===== config.mk =====
export PLATFORM = sky130hd
export DESIGN_NAME = mdep_tracker
export DESIGN_NICKNAME = d
export VERILOG_FILES = /design/src/rtl/mdep_pkg.sv /design/src/rtl/mdep_seq_match.sv /design/src/rtl/mdep_prio.sv /design/src/rtl/mdep_oldest.sv /design/src/rtl/mdep_barrier.sv /design/src/rtl/mdep_tracker.sv
export SDC_FILE = /design/constraint.sdc
export NUM_CORES = 1
export LEC_CHECK = 0
export BUFFER_PORTS_ARGS = -buffer_cell sky130_fd_sc_hd__buf_2
export CAP_MARGIN = 20
export CORE_UTILIZATION = 55
export CTS_BUF_LIST = sky130_fd_sc_hd__clkbuf_16
export CTS_CLUSTER_DIAMETER = 200
export DETAILED_ROUTE_END_ITERATION = 8
export PLACE_DENSITY = 0.82
export SYNTH_ARGS = -nofsm -noshare
export SYNTH_HDL_FRONTEND = slang
export SYNTH_HIERARCHICAL = 1
export SYNTH_SLANG_ARGS = --single-unit

===== constraint.sdc =====
create_clock -name clk_i -period 32.8 [get_ports clk_i]
set_input_delay 1.64 -clock clk_i [delete_from_list [all_inputs] [get_ports clk_i]]
set_output_delay 1.64 -clock clk_i [all_outputs]
set_load 0.01 [all_outputs]

===== src/rtl/mdep_pkg.sv =====
package mdep_pkg;
  typedef enum logic [2:0] {
    CMD_NOP     = 3'd0,
    CMD_INS     = 3'd1,
    CMD_REGS    = 3'd2,
    CMD_NSRDY   = 3'd3,
    CMD_DONE    = 3'd4,
    CMD_RESCHED = 3'd5,
    CMD_REPLAY  = 3'd6,
    CMD_SQUASH  = 3'd7
  } cmd_e;

  typedef enum logic [1:0] {
    K_LOAD  = 2'd0,
    K_STORE = 2'd1,
    K_MBAR  = 2'd2,
    K_WBAR  = 2'd3
  } kind_e;
endpackage


===== src/rtl/mdep_seq_match.sv =====
module mdep_seq_match #(
  parameter int unsigned N     = 8,
  parameter int unsigned SEQ_W = 16
) (
  input  logic [N-1:0]     valid_i,
  input  logic [SEQ_W-1:0] seq_i [N],
  input  logic [SEQ_W-1:0] key_i,
  output logic [N-1:0]     hit_o
);
  for (genvar g = 0; g < N; g++) begin : g_cmp
    assign hit_o[g] = valid_i[g] && (seq_i[g] == key_i);
  end
endmodule


===== src/rtl/mdep_prio.sv =====
module mdep_prio #(
  parameter int unsigned N  = 8,
  parameter int unsigned IW = 3
) (
  input  logic [N-1:0]  req_i,
  output logic [IW-1:0] idx_o,
  output logic          any_o
);
  always_comb begin
    idx_o = '0;
    any_o = 1'b0;
    for (int i = N - 1; i >= 0; i--) begin
      if (req_i[i]) begin
        idx_o = IW'(i);
        any_o = 1'b1;
      end
    end
  end
endmodule


===== src/rtl/mdep_oldest.sv =====
module mdep_oldest #(
  parameter int unsigned N     = 8,
  parameter int unsigned SEQ_W = 16
) (
  input  logic [N-1:0]     req_i,
  input  logic [SEQ_W-1:0] seq_i [N],
  output logic [N-1:0]     grant_o,
  output logic             valid_o,
  output logic [SEQ_W-1:0] seq_o
);
  int unsigned best;

  always_comb begin
    best    = 0;
    valid_o = 1'b0;
    seq_o   = '0;
    for (int i = 0; i < N; i++) begin
      if (req_i[i] && (!valid_o || seq_i[i] < seq_o)) begin
        best    = i;
        valid_o = 1'b1;
        seq_o   = seq_i[i];
      end
    end
    grant_o = '0;
    if (valid_o) grant_o[best] = 1'b1;
  end
endmodule


===== src/rtl/mdep_barrier.sv =====
module mdep_barrier #(
  parameter int unsigned SEQ_W = 16
) (
  input  logic             clk_i,
  input  logic             rst_ni,
  input  logic             set_mbar_i,
  input  logic             set_wbar_i,
  input  logic             done_mbar_i,
  input  logic             done_wbar_i,
  input  logic [SEQ_W-1:0] seq_i,
  output logic             ld_blk_o,
  output logic [SEQ_W-1:0] ld_sn_o,
  output logic             st_blk_o,
  output logic [SEQ_W-1:0] st_sn_o
);
  always_ff @(posedge clk_i or negedge rst_ni) begin
    if (!rst_ni) begin
      ld_blk_o <= 1'b0;
      st_blk_o <= 1'b0;
      ld_sn_o  <= '0;
      st_sn_o  <= '0;
    end else begin
      if (set_mbar_i) begin
        ld_blk_o <= 1'b1;
        ld_sn_o  <= seq_i;
        st_blk_o <= 1'b1;
        st_sn_o  <= seq_i;
      end else if (set_wbar_i) begin
        st_blk_o <= 1'b1;
        st_sn_o  <= seq_i;
      end else if (done_mbar_i) begin
        if (ld_sn_o == seq_i) ld_blk_o <= 1'b0;
        if (st_sn_o == seq_i) st_blk_o <= 1'b0;
      end else if (done_wbar_i) begin
        if (st_sn_o == seq_i) st_blk_o <= 1'b0;
      end
    end
  end

  p_mbar_sets_both_r1: assert property (@(posedge clk_i) disable iff (!rst_ni)
    set_mbar_i |=> ld_blk_o && st_blk_o && ld_sn_o == $past(seq_i) && st_sn_o == $past(seq_i));

  p_wbar_keeps_load_r1: assert property (@(posedge clk_i) disable iff (!rst_ni)
    set_wbar_i && !set_mbar_i |=> $stable(ld_blk_o) && $stable(ld_sn_o));

  p_newer_barrier_kept_r6: assert property (@(posedge clk_i) disable iff (!rst_ni)
    (done_mbar_i || done_wbar_i) && !set_mbar_i && !set_wbar_i && st_blk_o && st_sn_o != seq_i
      |=> st_blk_o);
endmodule


===== src/rtl/mdep_tracker.sv =====
module mdep_tracker
  import mdep_pkg::*;
#(
  parameter int unsigned DEPTH = 8,
  parameter int unsigned SEQ_W = 16
) (
  input  logic             clk_i,
  input  logic             rst_ni,
  input  logic [2:0]       cmd_i,
  input  logic [1:0]       kind_i,
  input  logic [SEQ_W-1:0] seq_i,
  input  logic [SEQ_W-1:0] pred_seq_i,
  input  logic             regs_rdy_i,
  input  logic             nonspec_i,
  output logic             full_o,
  output logic             rel_valid_o,
  output logic [SEQ_W-1:0] rel_seq_o
);
  localparam int unsigned IW = (DEPTH > 1) ? $clog2(DEPTH) : 1;

  cmd_e  cmd;
  kind_e kind;
  assign cmd  = cmd_e'(cmd_i);
  assign kind = kind_e'(kind_i);

  logic [DEPTH-1:0] valid_q, regs_q, mem_q, pend_q, link_q, rq_q, nspec_q;
  logic [SEQ_W-1:0] seq_q      [DEPTH];
  kind_e            kind_q     [DEPTH];
  logic [IW-1:0]    link_idx_q [DEPTH];

  // target and producer lookup
  logic [DEPTH-1:0] tgt_hit, prod_hit, younger;
  logic [IW-1:0]    tgt_idx, prod_idx, free_idx;
  logic             tgt_any, prod_any, free_any;
  logic [SEQ_W-1:0] prod_key;
  logic             prod_ok;

  logic             ld_blk, st_blk;
  logic [SEQ_W-1:0] ld_sn, st_sn;

  always_comb begin
    if (kind == K_LOAD && ld_blk)       prod_key = ld_sn;
    else if (kind == K_STORE && st_blk) prod_key = st_sn;
    else                                prod_key = pred_seq_i;
  end

  mdep_seq_match #(.N(DEPTH), .SEQ_W(SEQ_W)) u_tgt_cam (
    .valid_i(valid_q), .seq_i(seq_q), .key_i(seq_i), .hit_o(tgt_hit)
  );

  mdep_seq_match #(.N(DEPTH), .SEQ_W(SEQ_W)) u_prod_cam (
    .valid_i(valid_q), .seq_i(seq_q), .key_i(prod_key), .hit_o(prod_hit)
  );

  mdep_prio #(.N(DEPTH), .IW(IW)) u_tgt_pick (
    .req_i(tgt_hit), .idx_o(tgt_idx), .any_o(tgt_any)
  );

  mdep_prio #(.N(DEPTH), .IW(IW)) u_prod_pick (
    .req_i(prod_hit), .idx_o(prod_idx), .any_o(prod_any)
  );

  mdep_prio #(.N(DEPTH), .IW(IW)) u_free_pick (
    .req_i(~valid_q), .idx_o(free_idx), .any_o(free_any)
  );

  for (genvar g = 0; g < DEPTH; g++) begin : g_age
    assign younger[g] = valid_q[g] && (seq_q[g] > seq_i);
  end

  assign full_o  = ~free_any;
  assign prod_ok = prod_any && (prod_key != '0);

  logic ins_ok, ins_bar, done_hit, done_wakes;
  kind_e tgt_kind;

  assign ins_ok     = (cmd == CMD_INS) && free_any;
  assign ins_bar    = (kind == K_MBAR) || (kind == K_WBAR);
  assign tgt_kind   = kind_q[tgt_idx];
  assign done_hit   = (cmd == CMD_DONE) && tgt_any;
  assign done_wakes = done_hit && (tgt_kind != K_LOAD);

  mdep_barrier #(.SEQ_W(SEQ_W)) u_barrier (
    .clk_i      (clk_i),
    .rst_ni     (rst_ni),
    .set_mbar_i (ins_ok && kind == K_MBAR),
    .set_wbar_i (ins_ok && kind == K_WBAR),
    .done_mbar_i(done_hit && tgt_kind == K_MBAR),
    .done_wbar_i(done_hit && tgt_kind == K_WBAR),
    .seq_i      (seq_i),
    .ld_blk_o   (ld_blk),
    .ld_sn_o    (ld_sn),
    .st_blk_o   (st_blk),
    .st_sn_o    (st_sn)
  );

  // release selection
  logic [DEPTH-1:0] grant;

  mdep_oldest #(.N(DEPTH), .SEQ_W(SEQ_W)) u_oldest (
    .req_i  (pend_q),
    .seq_i  (seq_q),
    .grant_o(grant),
    .valid_o(rel_valid_o),
    .seq_o  (rel_seq_o)
  );

  always_ff @(posedge clk_i or negedge rst_ni) begin
    if (!rst_ni) begin
      valid_q <= '0;
      regs_q  <= '0;
      mem_q   <= '0;
      pend_q  <= '0;
      link_q  <= '0;
      rq_q    <= '0;
      nspec_q <= '0;
      for (int i = 0; i < DEPTH; i++) begin
        seq_q[i]      <= '0;
        kind_q[i]     <= K_LOAD;
        link_idx_q[i] <= '0;
      end
    end else begin
      pend_q <= pend_q & ~grant;
      unique case (cmd)
        CMD_INS: if (ins_ok) begin
          valid_q[free_idx] <= 1'b1;
          seq_q[free_idx]   <= seq_i;
          kind_q[free_idx]  <= kind;
          regs_q[free_idx]  <= regs_rdy_i;
          nspec_q[free_idx] <= nonspec_i;
          rq_q[free_idx]    <= 1'b0;
          link_idx_q[free_idx] <= prod_idx;
          if (nonspec_i || ins_bar) begin
            mem_q[free_idx]  <= 1'b0;
            link_q[free_idx] <= 1'b0;
            pend_q[free_idx] <= 1'b0;
          end else if (prod_ok) begin
            mem_q[free_idx]  <= 1'b0;
            link_q[free_idx] <= 1'b1;
            pend_q[free_idx] <= 1'b0;
          end else begin
            mem_q[free_idx]  <= 1'b1;
            link_q[free_idx] <= 1'b0;
            pend_q[free_idx] <= regs_rdy_i;
          end
        end
        CMD_REGS: if (tgt_any) begin
          regs_q[tgt_idx] <= 1'b1;
          if (mem_q[tgt_idx] && !nspec_q[tgt_idx]) pend_q[tgt_idx] <= 1'b1;
        end
        CMD_NSRDY: if (tgt_any) begin
          regs_q[tgt_idx] <= 1'b1;
          mem_q[tgt_idx]  <= 1'b1;
          pend_q[tgt_idx] <= 1'b1;
        end
        CMD_DONE: if (tgt_any) begin
          valid_q[tgt_idx] <= 1'b0;
          pend_q[tgt_idx]  <= 1'b0;
          rq_q[tgt_idx]    <= 1'b0;
          link_q[tgt_idx]  <= 1'b0;
          for (int i = 0; i < DEPTH; i++) begin
            if (valid_q[i] && link_q[i] && link_idx_q[i] == tgt_idx && IW'(i) != tgt_idx) begin
              link_q[i] <= 1'b0;
              if (done_wakes) begin
                mem_q[i] <= 1'b1;
                if (regs_q[i] && !nspec_q[i]) pend_q[i] <= 1'b1;
              end
            end
          end
        end
        CMD_RESCHED: if (tgt_any) rq_q[tgt_idx] <= 1'b1;
        CMD_REPLAY: begin
          pend_q <= (pend_q & ~grant) | rq_q;
          rq_q   <= '0;
        end
        CMD_SQUASH: begin
          valid_q <= valid_q & ~younger;
          pend_q  <= pend_q & ~grant & ~younger;
          rq_q    <= rq_q & ~younger;
          link_q  <= link_q & ~younger;
        end
        default: ;
      endcase
    end
  end

  p_one_release_r11: assert property (@(posedge clk_i) disable iff (!rst_ni)
    $onehot0(grant));

  p_no_overflow_r10: assert property (@(posedge clk_i) disable iff (!rst_ni)
    cmd == CMD_INS && full_o |=> $stable(valid_q));

  p_replay_member_r8: assert property (@(posedge clk_i) disable iff (!rst_ni)
    cmd == CMD_REPLAY |-> |(rq_q & tgt_hit));

  for (genvar g = 0; g < DEPTH; g++) begin : g_chk
    p_release_both_r4: assert property (@(posedge clk_i) disable iff (!rst_ni)
      pend_q[g] |-> valid_q[g] && regs_q[g] && mem_q[g]);

    p_squash_young_r7: assert property (@(posedge clk_i) disable iff (!rst_ni)
      cmd == CMD_SQUASH && valid_q[g] && seq_q[g] > seq_i |=> !valid_q[g]);

    p_squash_old_r7: assert property (@(posedge clk_i) disable iff (!rst_ni)
      cmd == CMD_SQUASH && valid_q[g] && seq_q[g] <= seq_i |=> valid_q[g]);
  end
endmodule


==> results of run 1 <==
[through the flow]
| step | hold slack, ns | cells | worst slack, ns |
|---|---|---|---|
| after floorplan | 0.441 | 2748 | 16.60 |
| after global placement | 0.452 | 3247 | 12.87 |
| after detailed placement | 0.457 | 3247 | 12.25 |
| after CTS | 0.472 | 3296 | 11.59 |
| after global routing | 0.490 | 3299 | 10.75 |
| final | 0.470 | 3299 | 11.81 |
[cells by family after synthesis]
kind of cell | Yosys count | share of synthesized area, %
DFF | 258 | 27.4
muxes | 101 | 4.95
xor gates and xnor gates | 303 | 11.3
and+or+nand+nor | 869 | 19.0
adders and majority gates | 233 | 12.4
buffers and inverters | 263 | 5.26
AOI/OAI and AO/OA | 721 | 19.8
[placed cells by master, fill, tap and decap left out, types with 36 or more instances in the layout]
| master | netlist | layout |
|---|---|---|
| sky130_fd_sc_hd__a21oi_1 | 166 | 166 |
| sky130_fd_sc_hd__buf_2 | 24 | 57 |
| sky130_fd_sc_hd__buf_4 | 6 | 52 |
| sky130_fd_sc_hd__dfrtp_1 | 258 | 258 |
| sky130_fd_sc_hd__ha_1 | 233 | 233 |
| sky130_fd_sc_hd__inv_1 | 114 | 123 |
| sky130_fd_sc_hd__mux2_2 | 50 | 50 |
| sky130_fd_sc_hd__mux2i_1 | 38 | 38 |
| sky130_fd_sc_hd__nand2_1 | 359 | 358 |
| sky130_fd_sc_hd__nand4_1 | 101 | 101 |
| sky130_fd_sc_hd__nor2_1 | 108 | 108 |
| sky130_fd_sc_hd__nor2b_1 | 39 | 38 |
| sky130_fd_sc_hd__o211ai_1 | 36 | 36 |
| sky130_fd_sc_hd__o21ai_0 | 235 | 235 |
| sky130_fd_sc_hd__xnor2_1 | 231 | 231 |
| sky130_fd_sc_hd__xor2_1 | 72 | 72 |
[state kept, by name, summed over array words and instances, names as in the netlist, named ones only]
register            flops
link_idx_q             24
regs_q                  8
seq_q                 128
u_barrier/ld_blk_o      1
kind_q                 16
nspec_q                 8
u_barrier/ld_sn_o      16
pend_q                  8
u_barrier/st_sn_o      16
u_barrier/st_blk_o      1
valid_q                 8
rq_q                    8
[worst min-delay path by stage]
stage                           from                     to  cells after the start
2_1_floorplan  kind_q[8]$_DFFE_PN0P_  kind_q[8]$_DFFE_PN0P_                      2
3_3_place_gp   kind_q[2]$_DFFE_PN0P_  kind_q[2]$_DFFE_PN0P_                      2
3_5_place_dp   kind_q[2]$_DFFE_PN0P_  kind_q[2]$_DFFE_PN0P_                      2
4_1_cts        kind_q[2]$_DFFE_PN0P_  kind_q[2]$_DFFE_PN0P_                      2
5_1_grt        kind_q[9]$_DFFE_PN0P_  kind_q[9]$_DFFE_PN0P_                      2
6_report       kind_q[2]$_DFFE_PN0P_  kind_q[2]$_DFFE_PN0P_                      2
[routing by layer]
| metal | track usage, % | up-vias |
|---|---|---|
| met4 | 26.9 | 0 |
| met3 | 10.8 | 424 |
| met5 | 0 | - |
| li1 | - | 9959 |
| met2 | 65.6 | 1596 |
| met1 | 55.1 | 11050 |
[worst max-delay path, delay by kind of cell, from the launching register on]
| family | cells | cell delay, ns |
|---|---|---|
| DFF | 1 | 0.33 |
| AOI/OAI and AO/OA | 24 | 8.45 |
| and+or+nand+nor | 19 | 5.42 |
| buffers and inverters | 5 | 1.10 |
| adders and majority gates | 7 | 2.26 |
| muxes | 3 | 1.13 |
[cell type report]
cell class	count	area, um2	share of cell area [%]
Clock buffer	28	701	2.79
Clock inverter	21	204	0.812
Inverter	114	428	1.70
Multi-Input combinational cell	2227	15900	63.4
Sequential cell	258	6460	25.7
Tap cell	539	674	2.69
Timing Repair Buffer	112	733	2.92
[Yosys cell counts (all sizes together) (8+ instances only)]
cell,n,area (um2)
o22ai,13,81.3
nand4,102,644
a21o,35,263
xnor2,231,2020
o31ai,21,171
inv,114,428
a211o,9,78.8
nand2b,26,163
and2,12,75.1
nor4,46,422
clkbuf,87,327
nor2b,40,258
a2111oi,10,126
o21a,15,113
nand3,24,130
or3,15,93.8
o221ai,9,78.8
nor3,38,190
nor3b,10,75.1
or2,22,140
a21oi,167,840
o2111ai,12,105
xor2,72,631
nor2,109,425
o21ai,246,1230
o22a,8,70.1
and3,30,188
o211ai,38,304
mux2i,46,490
nand2,360,1350
dfrtp,258,6460
a31oi,15,93.8
a211oi,21,158
buf,62,484
ha,233,2920
a32oi,17,149
mux2,50,563
a22oi,10,80.1
[power groups by stage]
stage	clock, uW	sequential (uW)	combinational (uW)
2_1_floorplan	0	490	843
3_3_place_gp	0	572	1110
3_5_place_dp	0	574	1140
4_1_cts	324	568	1150
5_1_grt	337	584	1300
6_report	324	582	1190
==> impl_metrics.yaml, run 1 <==
status:
  outcome: "finished clean"
synthesis:
  synth_edf_count: 0
  number_of_warning_messages_in_the_yosys_log: 6
  synth_flop_cell: "sky130_fd_sc_hd__dfrtp_1"
  synth_nets: 3022
  synthesis.area_per_instance_um2: 8.57
  synth.distinct_cells: 96
  synthesis.instances: 2748
  synth_seq_cells: 258
  synth.yosys.seq_area_share_pct: 27.4
  ys_async_sr_fraction_pct: 100
  mappedNetlistArea_mm2: 0.0236
job:
  max-cap-violations: 0
setup_path:
  setup.worst_path.start: "pend_q[0]$_DFF_PN0_"
  critical_path_maximum_fanout: 39
  wp_data_required_ns: 31.16
  timing.reg2reg.setup_slack_ns: 12.93
  crit_arrival_ns: 19.35
  timing.critical_path.from_type: "flop"
  reg2regPathDepth: 63
  criticalPathCategory: "reg -> out"
  worst_r2r_endpoint: "pend_q[1]$_DFF_PN0_"
  critPathCaptureType: "primary output"
  max_stage_delay_ns: 0.90
  setup.worst_path.end: "rel_seq_o[5]"
  timing.critical_path.slowest_stage_cell: "sky130_fd_sc_hd__a2111oi_4"
  timing.rr.start: "pend_q[0]$_DFF_PN0_"
  cp_common_cell: "sky130_fd_sc_hd__ha_1"
sta:
  timing.max_slew.rel_slack_pct: 22.8
  fin_setup_tns_ns: 0
  worst-slew-pin-transition_ns: 1.15
  layout_min_cycle_time_ns: 20.99
  final.setup_skew_ns: 0.0313
  unrepaired_setup_endpoints_after_global_routing: "no"
  max_clock_freq_mhz: 47.6
  final-setup-viol-count: 0
  fin_crit_share_pct: 64.0
  report.final.slew_viol_count: 0
  timing_hold_violations_final: 0
floorplan:
  die_w_um: 209
  die_height_um: 209
  coreArea_mm2: 0.0421
  placement_rows: 75
  pin_count: 59
  die_area_mm2: 0.0437
  initial_cell_density_of_the_core_pct: 55.9
clock_network:
  cts_made_buffers: 28
  cts_root_buffer: "sky130_fd_sc_hd__clkbuf_16"
  clock_buffer_depth: 3
  cts.reportedPaths.clkPinSlew_ns: 0.06
  cts.htree.levels: 1
  tritoncts: "built"
  clk_latency_ns: 0.60
  cts_num_sinks: 258
  postCtsSetupBuffers: 0
  postCtsResizedCells: 0
  holdBufCountCts: 0
power:
  power.sequential.fraction_pct: 27.8
  power.share.switching_pct: 49.4
  internal-power_uw: 1060
  switchingPower_uw: 1040
  power.combinational.fraction_pct: 56.7
  power_frac_clock_pct: 15.5
  cellPowerDensity_mw_per_mm2: 83.4
  post-layout-total-power_uw: 2090
  p_leak_uw: 0.0111
  vdd_ir_drop_max_mv: 0.0581
global_routing:
  gr-usage-all-layers_pct: 43.2
  antenna_violations_before_repair: 0
  largest_net_degree_at_the_start_of_global_routing: 128
  first_global_vias: 22146
  grt_pass1_wl_mm: 141
  grt.overflow.total: 0
routing:
  detailedRoute.firstPassIterationCount: 8
  routed_wl_mm: 95.3
  initialDrtViolationCount: 3343
  drc: 0
  wl_met2_mm: 41.3
  uppermost_layer_routed: "met4"
  drtAntennaViolNets: 0
  met3RoutedLength_mm: 11.1
  detail_route.wl_per_cell_um: 28.9
  vias: 23029
  vias_per_cell: 6.98
  met1Wirelength_mm: 36.2
cells_and_area:
  fillers: 3708
  synthToLayoutAreaGrowth_pct: 6.59
  final_layout_size_suffix_gt1_share_pct: 10.2
  fin_nets: 3015
  antenna_diode_count: 0
  postLayoutCellArea_mm2: 0.0251
  final_core_util_pct: 59.6
placed_design:
  placedInstanceArea_mm2: 0.0242
  routabilityCongestion: 1.04
  port_buffers: 58
  place_hpwl_mm: 69.8
min_path:
  hold_removal_path_class: "reg -> reg"
Note: power is estimated with default switching activity, not from simulation.
==> run 2: changes to the inputs <==
--- a/config.mk
+++ b/config.mk
@@ -11,7 +11,7 @@
 export CTS_BUF_LIST = sky130_fd_sc_hd__clkbuf_16
 export CTS_CLUSTER_DIAMETER = 200
 export DETAILED_ROUTE_END_ITERATION = 8
-export PLACE_DENSITY = 0.82
+export PLACE_DENSITY = 0.84
 export SYNTH_ARGS = -nofsm -noshare
 export SYNTH_HDL_FRONTEND = slang
 export SYNTH_HIERARCHICAL = 1
==> constraint.sdc (replaced) <==
create_clock -name clk_i -period 18.3 [get_ports clk_i]
set_input_delay 0.915 -clock clk_i [delete_from_list [all_inputs] [get_ports clk_i]]
set_output_delay 0.915 -clock clk_i [all_outputs]
set_load 0.01 [all_outputs]
==> run 2 against run 1 <==
  * Hold slack got worse by 0.12 ns
  * Critical path depth is 2 higher
  * Sequential power up 75%
  * Sequential share of layout area down 0.29 points
  * Wire length is 3.3% higher
  * Critical endpoint is now rel_seq_o[7]
  * Largest power group unchanged
==> impl_metrics.yaml, run 2 (synthesis results as in run 1) <==
clock_network:
  tritoncts: "built"
  cts.htree.levels: 1
  postCtsSetupBuffers: 0
  clk_latency_ns: 0.64
  clock_buffer_depth: 3
  cts_root_buffer: "sky130_fd_sc_hd__clkbuf_16"
  cts_num_sinks: 258
  cts.reportedPaths.clkPinSlew_ns: 0.06
  cts_made_buffers: 30
global_routing:
  antenna_violations_before_repair: 2
  gr-usage-all-layers_pct: 44.7
  first_global_vias: 22887
  grt_pass1_wl_mm: 145
  largest_net_degree_at_the_start_of_global_routing: 157
  grt.overflow.total: 0
floorplan:
  coreArea_mm2: 0.0421
  die_height_um: 209
  pin_count: 59
  die_w_um: 209
  placement_rows: 75
  initial_cell_density_of_the_core_pct: 55.9
  die_area_mm2: 0.0437
cells_and_area:
  fin_nets: 3037
  postLayoutCellArea_mm2: 0.0254
  antenna_diode_count: 0
  final_layout_size_suffix_gt1_share_pct: 11.6
  commonest_cells_after_routing_fill_and_taps_aside: "sky130_fd_sc_hd__nand2_1, sky130_fd_sc_hd__dfrtp_1, sky130_fd_sc_hd__o21ai_0"
  largest_register: "seq_q"
  synthToLayoutAreaGrowth_pct: 7.79
  largest_register_ff_count: 128
  layout.cells.most_common: "sky130_fd_sc_hd__nand2_1"
  reg_top3: "seq_q: 128 flops, link_idx_q: 24 flops"
sta:
  fin_crit_share_pct: 96.8
  timing.max_slew.rel_slack_pct: 23.5
  timing_hold_violations_final: 0
  final-setup-viol-count: 0
  final.setup_skew_ns: 0.0627
  layout_min_cycle_time_ns: 17.71
  worst-slew-pin-transition_ns: 1.14
  max_clock_freq_mhz: 56.5
  fin_setup_tns_ns: 0
  report.final.slew_viol_count: 0
setup_path:
  criticalPathCategory: "reg -> out"
  critPathCaptureType: "primary output"
  timing.critical_path.from_type: "flop"
  cp_common_cell: "sky130_fd_sc_hd__ha_1"
  crit_arrival_ns: 16.79
  critical_path_maximum_fanout: 31
  wp_data_required_ns: 17.39
  timing.critical_path.slowest_stage_cell: "sky130_fd_sc_hd__or4b_1"
  max_stage_delay_ns: 0.63
power:
  post-layout-total-power_uw: 3810
  vdd_ir_drop_max_mv: 0.100
  cellPowerDensity_mw_per_mm2: 150
  p_leak_uw: 0.0112
routing:
  detailedRoute.firstPassIterationCount: 6
  initialDrtViolationCount: 3087
  routed_wl_mm: 98.4
  vias_per_cell: 7.08
  drtAntennaViolNets: 0
  drc: 0
  detail_route.wl_per_cell_um: 29.6
  vias: 23517
placed_design:
  place_hpwl_mm: 70.7
  port_buffers: 58
  placedInstanceArea_mm2: 0.0243
  routabilityCongestion: 1.08
status:
  outcome: "finished clean"
min_path:
  hold_removal_path_class: "in -> async"
job:
  max-cap-violations: 0
==> run 2: changes by cell type in the layout (fill, tap and decap cells not counted), sizes merged <==
| cell | change |
|---|---|
| nand3 | +1 |
| buf | +19 |
| clkinv | +8 |
| clkbuf | +2 |
| clkinvlp | +1 |
| inv | -5 |
| bufinv | -2 |
==> run 2: critical path: cells and delay by family, from the launching register on <==
kind / cells / cell delay, ns
AND/OR/NAND/NOR: 20 / 4.96
multiplexers: 3 / 1.02
adder cells (fa/ha/maj): 7 / 2.28
buffers and inverters: 6 / 1.35
flip-flops: 1 / 0.52
AO/OA/AOI/OAI: 24 / 6.03
==> run 2: path summary, 6_finish.rpt <==
path / start / end / slack [ns] / depth (start not counted)
setup / recovery: pend_q[0]$_DFF_PN0_ / rel_seq_o[7] / 0.59 / 60
hold reg to reg: kind_q[9]$_DFFE_PN0P_ / kind_q[9]$_DFFE_PN0P_ / 0.47 / 2
max in group asynchronous: rst_ni / u_barrier/st_sn_o[7]$_DFFE_PN0P_ / 16.55 / 2
min in group clk_i: kind_q[9]$_DFFE_PN0P_ / kind_q[9]$_DFFE_PN0P_ / 0.47 / 2
hold / removal: rst_ni / seq_q[74]$_DFFE_PN0P_ / 0.35 / 1
setup reg to reg: pend_q[0]$_DFF_PN0_ / pend_q[4]$_DFF_PN0_ / 0.92 / 65
==> run 2: through the flow <==
step                utilization, %  instances  worst slack, ns  hold WS, ns
finish                        60.3       3323            0.591        0.352
global route                  60.3       3323           -0.197        0.452
CTS                           60.0       3320            0.219        0.417
detailed placement            57.8       3267            0.279        0.465
global placement              57.8       3267            0.636        0.454
floorplan                        -       2748             2.83        0.441
==> run 2: report_power, final <==
group / total (uW) / leakage (uW) / switching (uW) / internal [uW]
Clock: 590 / 0.000475 / 265 / 325
Sequential: 1020 / 0.00334 / 317 / 705
Combinational: 2200 / 0.00740 / 1310 / 891
==> run 2: area by class of cell <==
type,instances,area (um2)
Clock buffer,30,751
Tap cell,539,674
Multi-Input combinational cell,2228,16000
Fill cell,3614,16700
Timing Repair Buffer,131,872
Inverter,114,428
Sequential cell,258,6460
Clock inverter,23,180
==> run 2: per-layer routing <==
| layer | up-vias | part of all wire (%) | wire [um] | GRT usage, % |
|---|---|---|---|---|
| met3 | 466 | 12 | 11800 | 12.5 |
| met5 | - | 0.011 | 11 | 0 |
| met2 | 1700 | 44 | 43100 | 69.2 |
| li1 | 10010 | - | - | - |
| met4 | 2 | 7.8 | 7700 | 30.1 |
| met1 | 11339 | 36 | 35800 | 54.1 |
==> run 2: timing repair <==
action                                  4_1_cts  5_1_grt
cloned                                        0        1
hold buffers                                  0        0
endpoints found under the setup margin       12       24
resized for setup                             2       19
